===== src/rtl/usb_irq_pkg.sv =====
`timescale 1ns/1ps
package usb_irq_pkg;
  typedef enum logic [1:0] {
    SEL_TX_EN   = 2'd0,
    SEL_RX_EN   = 2'd1,
    SEL_CORE_EN = 2'd2,
    SEL_NONE    = 2'd3
  } en_sel_e;

  typedef enum logic {
    DIR_TX = 1'b0,
    DIR_RX = 1'b1
  } ep_dir_e;
endpackage


===== src/rtl/irq_bank.sv =====
`timescale 1ns/1ps
module irq_bank #(
  parameter int W = 16
) (
  input  logic         clk,
  input  logic         rst_n,
  input  logic [W-1:0] set_vec,
  input  logic [W-1:0] clr_vec,
  input  logic [W-1:0] keep_vec,
  input  logic [W-1:0] en_vec,
  output logic [W-1:0] status,
  output logic         any_irq
);
  logic [W-1:0] status_d;
  logic         any_d;
  logic         upd;

  always_comb begin
    status_d = (status | (set_vec & en_vec)) & ~clr_vec & keep_vec;
    any_d    = |status_d;
    upd      = (|set_vec) | (|clr_vec) | ~(&keep_vec);
  end

  always_ff @(posedge clk or negedge rst_n) begin
    if (!rst_n) begin
      status  <= '0;
      any_irq <= 1'b0;
    end else if (upd) begin
      status  <= status_d;
      any_irq <= any_d;
    end
  end

  // shared output high exactly while some bit is held
  a_r3_any_matches: assert property (@(posedge clk) disable iff (!rst_n)
    any_irq == (status != '0));
  // a request arriving at a disabled, clear bit leaves no trace
  a_r2_drop_disabled: assert property (@(posedge clk) disable iff (!rst_n)
    1'b1 |=> ((status & $past(set_vec & ~en_vec & ~status)) == '0));
  // clear wins over set
  a_r8_clear_wins: assert property (@(posedge clk) disable iff (!rst_n)
    1'b1 |=> ((status & $past(clr_vec)) == '0));
  // enabled, uncleared set is recorded
  a_r2_set_recorded: assert property (@(posedge clk) disable iff (!rst_n)
    1'b1 |=> ((~status & $past(set_vec & en_vec & ~clr_vec & keep_vec)) == '0));
endmodule


===== src/rtl/ep_req_router.sv =====
`timescale 1ns/1ps
module ep_req_router
  import usb_irq_pkg::*;
#(
  parameter int NUM_EP = 16,
  parameter int IDX_W  = $clog2(NUM_EP)
) (
  input  logic              set_vld,
  input  logic              set_dir,
  input  logic [IDX_W-1:0]  set_idx,
  input  logic              clr_vld,
  input  logic              clr_dir,
  input  logic [IDX_W-1:0]  clr_idx,
  output logic [NUM_EP-1:0] tx_set,
  output logic [NUM_EP-1:0] rx_set,
  output logic [NUM_EP-1:0] tx_clr,
  output logic [NUM_EP-1:0] rx_clr
);
  logic set_to_rx;
  logic clr_to_rx;

  always_comb begin
    set_to_rx = (set_dir == DIR_RX) && (set_idx != '0);
    clr_to_rx = (clr_dir == DIR_RX) && (clr_idx != '0);
    tx_set = '0;
    rx_set = '0;
    tx_clr = '0;
    rx_clr = '0;
    if (set_vld) begin
      if (set_to_rx) rx_set[set_idx] = 1'b1;
      else           tx_set[set_idx] = 1'b1;
    end
    if (clr_vld) begin
      if (clr_to_rx) rx_clr[clr_idx] = 1'b1;
      else           tx_clr[clr_idx] = 1'b1;
    end
  end
endmodule


===== src/rtl/irq_enable_regs.sv =====
`timescale 1ns/1ps
module irq_enable_regs
  import usb_irq_pkg::*;
#(
  parameter int               NUM_EP      = 16,
  parameter int               CORE_W      = 8,
  parameter logic [CORE_W-1:0] CORE_EN_RST = 8'h06
) (
  input  logic              clk,
  input  logic              rst_n,
  input  logic              we,
  input  logic [1:0]        addr,
  input  logic [NUM_EP-1:0] wdata,
  output logic [NUM_EP-1:0] tx_en,
  output logic [NUM_EP-1:0] rx_en,
  output logic [CORE_W-1:0] core_en
);
  logic              tx_we, rx_we, core_we;
  logic [NUM_EP-1:0] tx_en_d, rx_en_d;
  logic [CORE_W-1:0] core_en_d;

  always_comb begin
    tx_we     = we && (en_sel_e'(addr) == SEL_TX_EN);
    rx_we     = we && (en_sel_e'(addr) == SEL_RX_EN);
    core_we   = we && (en_sel_e'(addr) == SEL_CORE_EN);
    tx_en_d   = wdata;
    rx_en_d   = wdata;
    core_en_d = wdata[CORE_W-1:0];
  end

  always_ff @(posedge clk or negedge rst_n) begin
    if (!rst_n) begin
      tx_en   <= '1;
      rx_en   <= '1;
      core_en <= CORE_EN_RST;
    end else begin
      if (tx_we)   tx_en   <= tx_en_d;
      if (rx_we)   rx_en   <= rx_en_d;
      if (core_we) core_en <= core_en_d;
    end
  end

  // enables only change on a write to a valid address
  a_r9_hold_no_write: assert property (@(posedge clk) disable iff (!rst_n)
    (!we || addr == 2'd3) |=> $stable({tx_en, rx_en, core_en}));
  a_r9_write_lands: assert property (@(posedge clk) disable iff (!rst_n)
    (we && addr == 2'd0) |=> (tx_en == $past(wdata)));
endmodule


===== src/rtl/usb_irq_aggregator.sv =====
`timescale 1ns/1ps
module usb_irq_aggregator #(
  parameter int                NUM_EP      = 16,
  parameter int                CORE_W      = 8,
  parameter logic [CORE_W-1:0] CORE_EN_RST = 8'h06,
  localparam int               IDX_W       = $clog2(NUM_EP),
  localparam int               RX_SHIFT    = NUM_EP - 1,
  localparam int               PK_W        = 2 * NUM_EP
) (
  input  logic              clk,
  input  logic              rst_n,
  input  logic              ep_set_vld,
  input  logic              ep_set_dir,
  input  logic [IDX_W-1:0]  ep_set_idx,
  input  logic              ep_clr_vld,
  input  logic              ep_clr_dir,
  input  logic [IDX_W-1:0]  ep_clr_idx,
  input  logic [CORE_W-1:0] core_set,
  input  logic [CORE_W-1:0] core_clr,
  input  logic              bulk_clr_vld,
  input  logic [PK_W-1:0]   bulk_clr_mask,
  input  logic              reg_we,
  input  logic [1:0]        reg_addr,
  input  logic [NUM_EP-1:0] reg_wdata,
  output logic [PK_W-1:0]   status_packed,
  output logic              tx_irq,
  output logic              rx_irq,
  output logic [CORE_W-1:0] core_irq
);
  logic [1:0]        rst_pipe;
  logic              rst_s;
  logic [NUM_EP-1:0] tx_set, rx_set, tx_clr, rx_clr;
  logic [NUM_EP-1:0] tx_en, rx_en;
  logic [CORE_W-1:0] core_en;
  logic [NUM_EP-1:0] tx_keep, rx_keep;
  logic [NUM_EP-1:0] tx_stat, rx_stat;
  logic              core_any_unused;
  logic              unused_mask_msb;

  always_ff @(posedge clk or negedge rst_n) begin
    if (!rst_n) rst_pipe <= 2'b00;
    else        rst_pipe <= {rst_pipe[0], 1'b1};
  end
  assign rst_s = rst_pipe[1];

  ep_req_router #(.NUM_EP(NUM_EP), .IDX_W(IDX_W)) u_router (
    .set_vld(ep_set_vld), .set_dir(ep_set_dir), .set_idx(ep_set_idx),
    .clr_vld(ep_clr_vld), .clr_dir(ep_clr_dir), .clr_idx(ep_clr_idx),
    .tx_set(tx_set), .rx_set(rx_set), .tx_clr(tx_clr), .rx_clr(rx_clr)
  );

  irq_enable_regs #(.NUM_EP(NUM_EP), .CORE_W(CORE_W), .CORE_EN_RST(CORE_EN_RST)) u_en (
    .clk(clk), .rst_n(rst_s), .we(reg_we), .addr(reg_addr), .wdata(reg_wdata),
    .tx_en(tx_en), .rx_en(rx_en), .core_en(core_en)
  );

  always_comb begin
    tx_keep = bulk_clr_vld ? bulk_clr_mask[NUM_EP-1:0]       : '1;
    rx_keep = bulk_clr_vld ? bulk_clr_mask[RX_SHIFT +: NUM_EP] : '1;
  end
  assign unused_mask_msb = bulk_clr_mask[PK_W-1];

  irq_bank #(.W(NUM_EP)) u_tx (
    .clk(clk), .rst_n(rst_s), .set_vec(tx_set), .clr_vec(tx_clr),
    .keep_vec(tx_keep), .en_vec(tx_en), .status(tx_stat), .any_irq(tx_irq)
  );

  irq_bank #(.W(NUM_EP)) u_rx (
    .clk(clk), .rst_n(rst_s), .set_vec(rx_set), .clr_vec(rx_clr),
    .keep_vec(rx_keep), .en_vec(rx_en), .status(rx_stat), .any_irq(rx_irq)
  );

  irq_bank #(.W(CORE_W)) u_core (
    .clk(clk), .rst_n(rst_s), .set_vec(core_set), .clr_vec(core_clr),
    .keep_vec({CORE_W{1'b1}}), .en_vec(core_en), .status(core_irq),
    .any_irq(core_any_unused)
  );

  assign status_packed = ({{NUM_EP{1'b0}}, rx_stat} << RX_SHIFT) | {{NUM_EP{1'b0}}, tx_stat};

  // receive line 0 is never used
  a_r4_rx_line0_idle: assert property (@(posedge clk) disable iff (!rst_s)
    rx_stat[0] == 1'b0);
  // bulk mask removes the bits it does not keep
  a_r6_bulk_tx: assert property (@(posedge clk) disable iff (!rst_s)
    bulk_clr_vld |=> ((tx_stat & ~$past(bulk_clr_mask[NUM_EP-1:0])) == '0));
  a_r6_bulk_rx: assert property (@(posedge clk) disable iff (!rst_s)
    bulk_clr_vld |=> ((rx_stat & ~$past(bulk_clr_mask[RX_SHIFT +: NUM_EP])) == '0));
endmodule


===== config.mk =====
export PLATFORM = sky130hd
export DESIGN_NAME = usb_irq_aggregator
export DESIGN_NICKNAME = d
export VERILOG_FILES = /design/src/rtl/usb_irq_pkg.sv /design/src/rtl/irq_bank.sv /design/src/rtl/ep_req_router.sv /design/src/rtl/irq_enable_regs.sv /design/src/rtl/usb_irq_aggregator.sv
export SDC_FILE = /design/constraint.sdc
export NUM_CORES = 1
export LEC_CHECK = 0
export ABC_AREA = 1
export BUFFER_PORTS_ARGS = -buffer_cell sky130_fd_sc_hd__buf_2
export CAP_MARGIN = 10
export CORE_MARGIN = 2
export CORE_UTILIZATION = 60
export DETAILED_ROUTE_END_ITERATION = 6
export PLACE_DENSITY = 0.93
export SLEW_MARGIN = 20
export SYNTH_ARGS = -nofsm -noshare
export SYNTH_HDL_FRONTEND = slang
export SYNTH_HIERARCHICAL = 1
export SYNTH_SLANG_ARGS = --single-unit

===== constraint.sdc =====
create_clock -name clk -period 7.8 [get_ports clk]
set_clock_uncertainty 0.2 [all_clocks]
set_input_delay 0.39 -clock clk [delete_from_list [all_inputs] [get_ports clk]]
set_output_delay 0.39 -clock clk [all_outputs]
set_load 0.02 [all_outputs]

==> flow_summary.yaml <==
power_and_ir_drop:
  switching_share_pct: 31.4
  p_per_area_nw_per_um2: 161
  power_frac_clock_pct: 30.9
  p_leak_nw: 4.34
  p_sw_w: 0.000328
  p_comb_share_pct: 18.3
  seqPwrFrac_pct: 50.9
  power.internal_w: 0.000718
  peakVddDrop_mv: 0.120
  power.total_w: 0.00105
sta:
  rsz0062_at_grt: "false"
  relSlewSlack_pct: 51.4
  slew_viol_final: 0
  period_share_pct: 24.0
  finalSetupViolCount: 0
  finalHoldViolCount: 0
  tightest_slew_ns: 0.728
  fmax_mhz: 535
  fin_crit_ns: 1.87
  fin_tns_setup_ns: 0
global_route:
  grt_max_degree: 83
  antenna_found_initial: 1
  grt_pass1_wl_um: 22500
  grt_overflow: 0
  grt_pass1_vias: 5041
  grtUsageTotal_pct: 28.0
worst_setup_path:
  critical_path_arrival_ns: 1.93
  start_kind: "input pin"
  crit_type: "in2reg"
  end_kind: "flop"
  critPathMaxFanout: 26
  ff2ff_path_depth: 8
  worstReg2RegEnd: "u_rx/any_irq"
  reg2reg_from: "u_en/rx_en[2]"
  r2r_setup_slack_ns: 6.37
  crit_required_ns: 7.86
finish:
  final_cells: 1139
  nets: 1104
  multiInputGateArea_um2: 2530
  nFillCells: 833
  areaGrowthSynthToFinish_pct: 14.6
  ff_latch_area_um2: 2150
  layout-drive-gt1-share_pct: 22.6
  final_area_um2: 6480
detailed_routing:
  vias: 5553
  ant_nets: 0
  drtPass1Iterations: 6
  drtIter0Drc: 385
  drt-total-wl_um: 13500
  via_per_inst: 4.88
  routedWlPerCell_um: 11.9
  drc: 0
floorplanning:
  num_rows: 35
  dieWidth_um: 101
  dieArea_um2: 10200
  dieHeight_um: 101
  num_io_pins: 124
  start_util_pct: 61.5
  core_um2: 9200
placement:
  placed_cells_incl_taps: 1120
  portBuffers: 121
  routabilityCongestion: 0.958
  place_area_um2: 6240
  dpl.hpwl_um: 10600
clock_tree:
  cts_tree: "done"
  cts_root_buffer: "clkbuf_8"
  htreeDepth: 3
  cts_resized: 0
  clk_pin_slew_ns: 0.09
  cts_buffer_depth: 2
  insertion_delay_ns: 0.36
  cts.sinks: 84
  ctsHoldBuffers: 1
  cts_setup_buffers: 0
  cts-buffers-inserted: 9
synthesis:
  synth_warnings: 6
  synth.avg_cell_area_um2: 6.27
  synth_cells: 903
  syn_area_um2: 5660
worst_hold_path:
  hold_path_class: "in2reg"
  holdPathStages: 4
  worstHoldStart: "core_clr[7]"
  whs_endpoint: "u_core/status[7]"
job:
  maxCapViolCount: 0
run_status:
  status: "finished, final reports clean"
## stage by stage
step	setup slack [ns]	hold WS [ns]	utilization (%)
after floorplan	5.15	-0.106	-
after global placement	5.65	-0.0235	67.9
after detailed placement	5.58	-0.0236	67.9
after CTS	5.98	0.0286	70.3
after global routing	5.74	0.0420	70.5
final	5.93	0.0387	70.5
## critical path, cell delays in order
cell     delay, ns
buf_2         0.14
nor2_4        0.22
nand2_4       0.08
nand2_4       0.21
nor2_1        0.10
nand2_1       0.11
nand2_1       0.06
nand3_1       0.10
nand2_1       0.06
nor2_1        0.15
nand2_1       0.09
o21ai_2       0.13
nand2_1       0.07
## power by group through the flow
| stage | Sequential, W | Clock, W | Combinational [W] |
|---|---|---|---|
| finish | 0.000532 | 0.000323 | 0.000191 |
| global route | 0.000537 | 0.000350 | 0.000217 |
| floorplan | 0.000538 | 0 | 0.000123 |
| global placement | 0.000541 | 0 | 0.000177 |
| detailed placement | 0.000542 | 0 | 0.000183 |
| CTS | 0.000535 | 0.000328 | 0.000185 |
## metal layers
layer,up-vias,share of wire (%),global-route usage [%]
li1,2826,-,-
met1,2466,43,37.4
met2,229,46,46.6
met3,30,8.5,5.06
met4,2,1.9,8.73
met5,-,0.089,0
## registers in the layout, indices dropped and copies added, names as in the netlist
name and count:
u_en/rx_en 16, u_en/tx_en 16, u_rx/status 16, u_tx/status 16, u_core/status 8, u_en/core_en 8
rst_pipe 2, u_rx/any_irq 1, u_tx/any_irq 1
## placed cells by master, fill, tap and decap left out, types with 9 or more instances in the layout
cell type / instances
buf_2: 121
clkbuf_8: 9
conb_1: 12
dfrtp_1: 49
dfstp_2: 34
inv_1: 209
inv_2: 11
nand2_1: 330
nand2_2: 17
nand3_1: 34
nand4_1: 38
nor2_1: 120
nor2_2: 17
## layout make-up
| type | instances | area share [%] |
|---|---|---|
| inverter | 220 | 12.7 |
| timing repair buffer | 123 | 9.80 |
| sequential | 84 | 33.1 |
| multi-input combinational | 584 | 39.0 |
| tap | 111 | 2.14 |
| antenna | 1 | 0.0386 |
| clock inverter | 7 | 1.27 |
| clock buffer | 9 | 1.91 |
## worst max-delay path by stage
| stage | slack [ns] | endpoint | start | depth (start not counted) |
|---|---|---|---|---|
| after detailed placement | 5.58 | u_tx/any_irq | ep_clr_idx[3] | 15 |
| after global routing | 5.74 | u_tx/any_irq | ep_clr_idx[3] | 15 |
| final | 5.93 | u_rx/any_irq | ep_set_idx[0] | 13 |
| after CTS | 5.98 | u_tx/any_irq | ep_clr_idx[3] | 15 |
| after global placement | 5.65 | u_tx/any_irq | ep_clr_idx[3] | 15 |
| after floorplan | 5.15 | u_core/status[0] | rst_pipe[1] | 0 |
(Power assumes the default switching activity.)
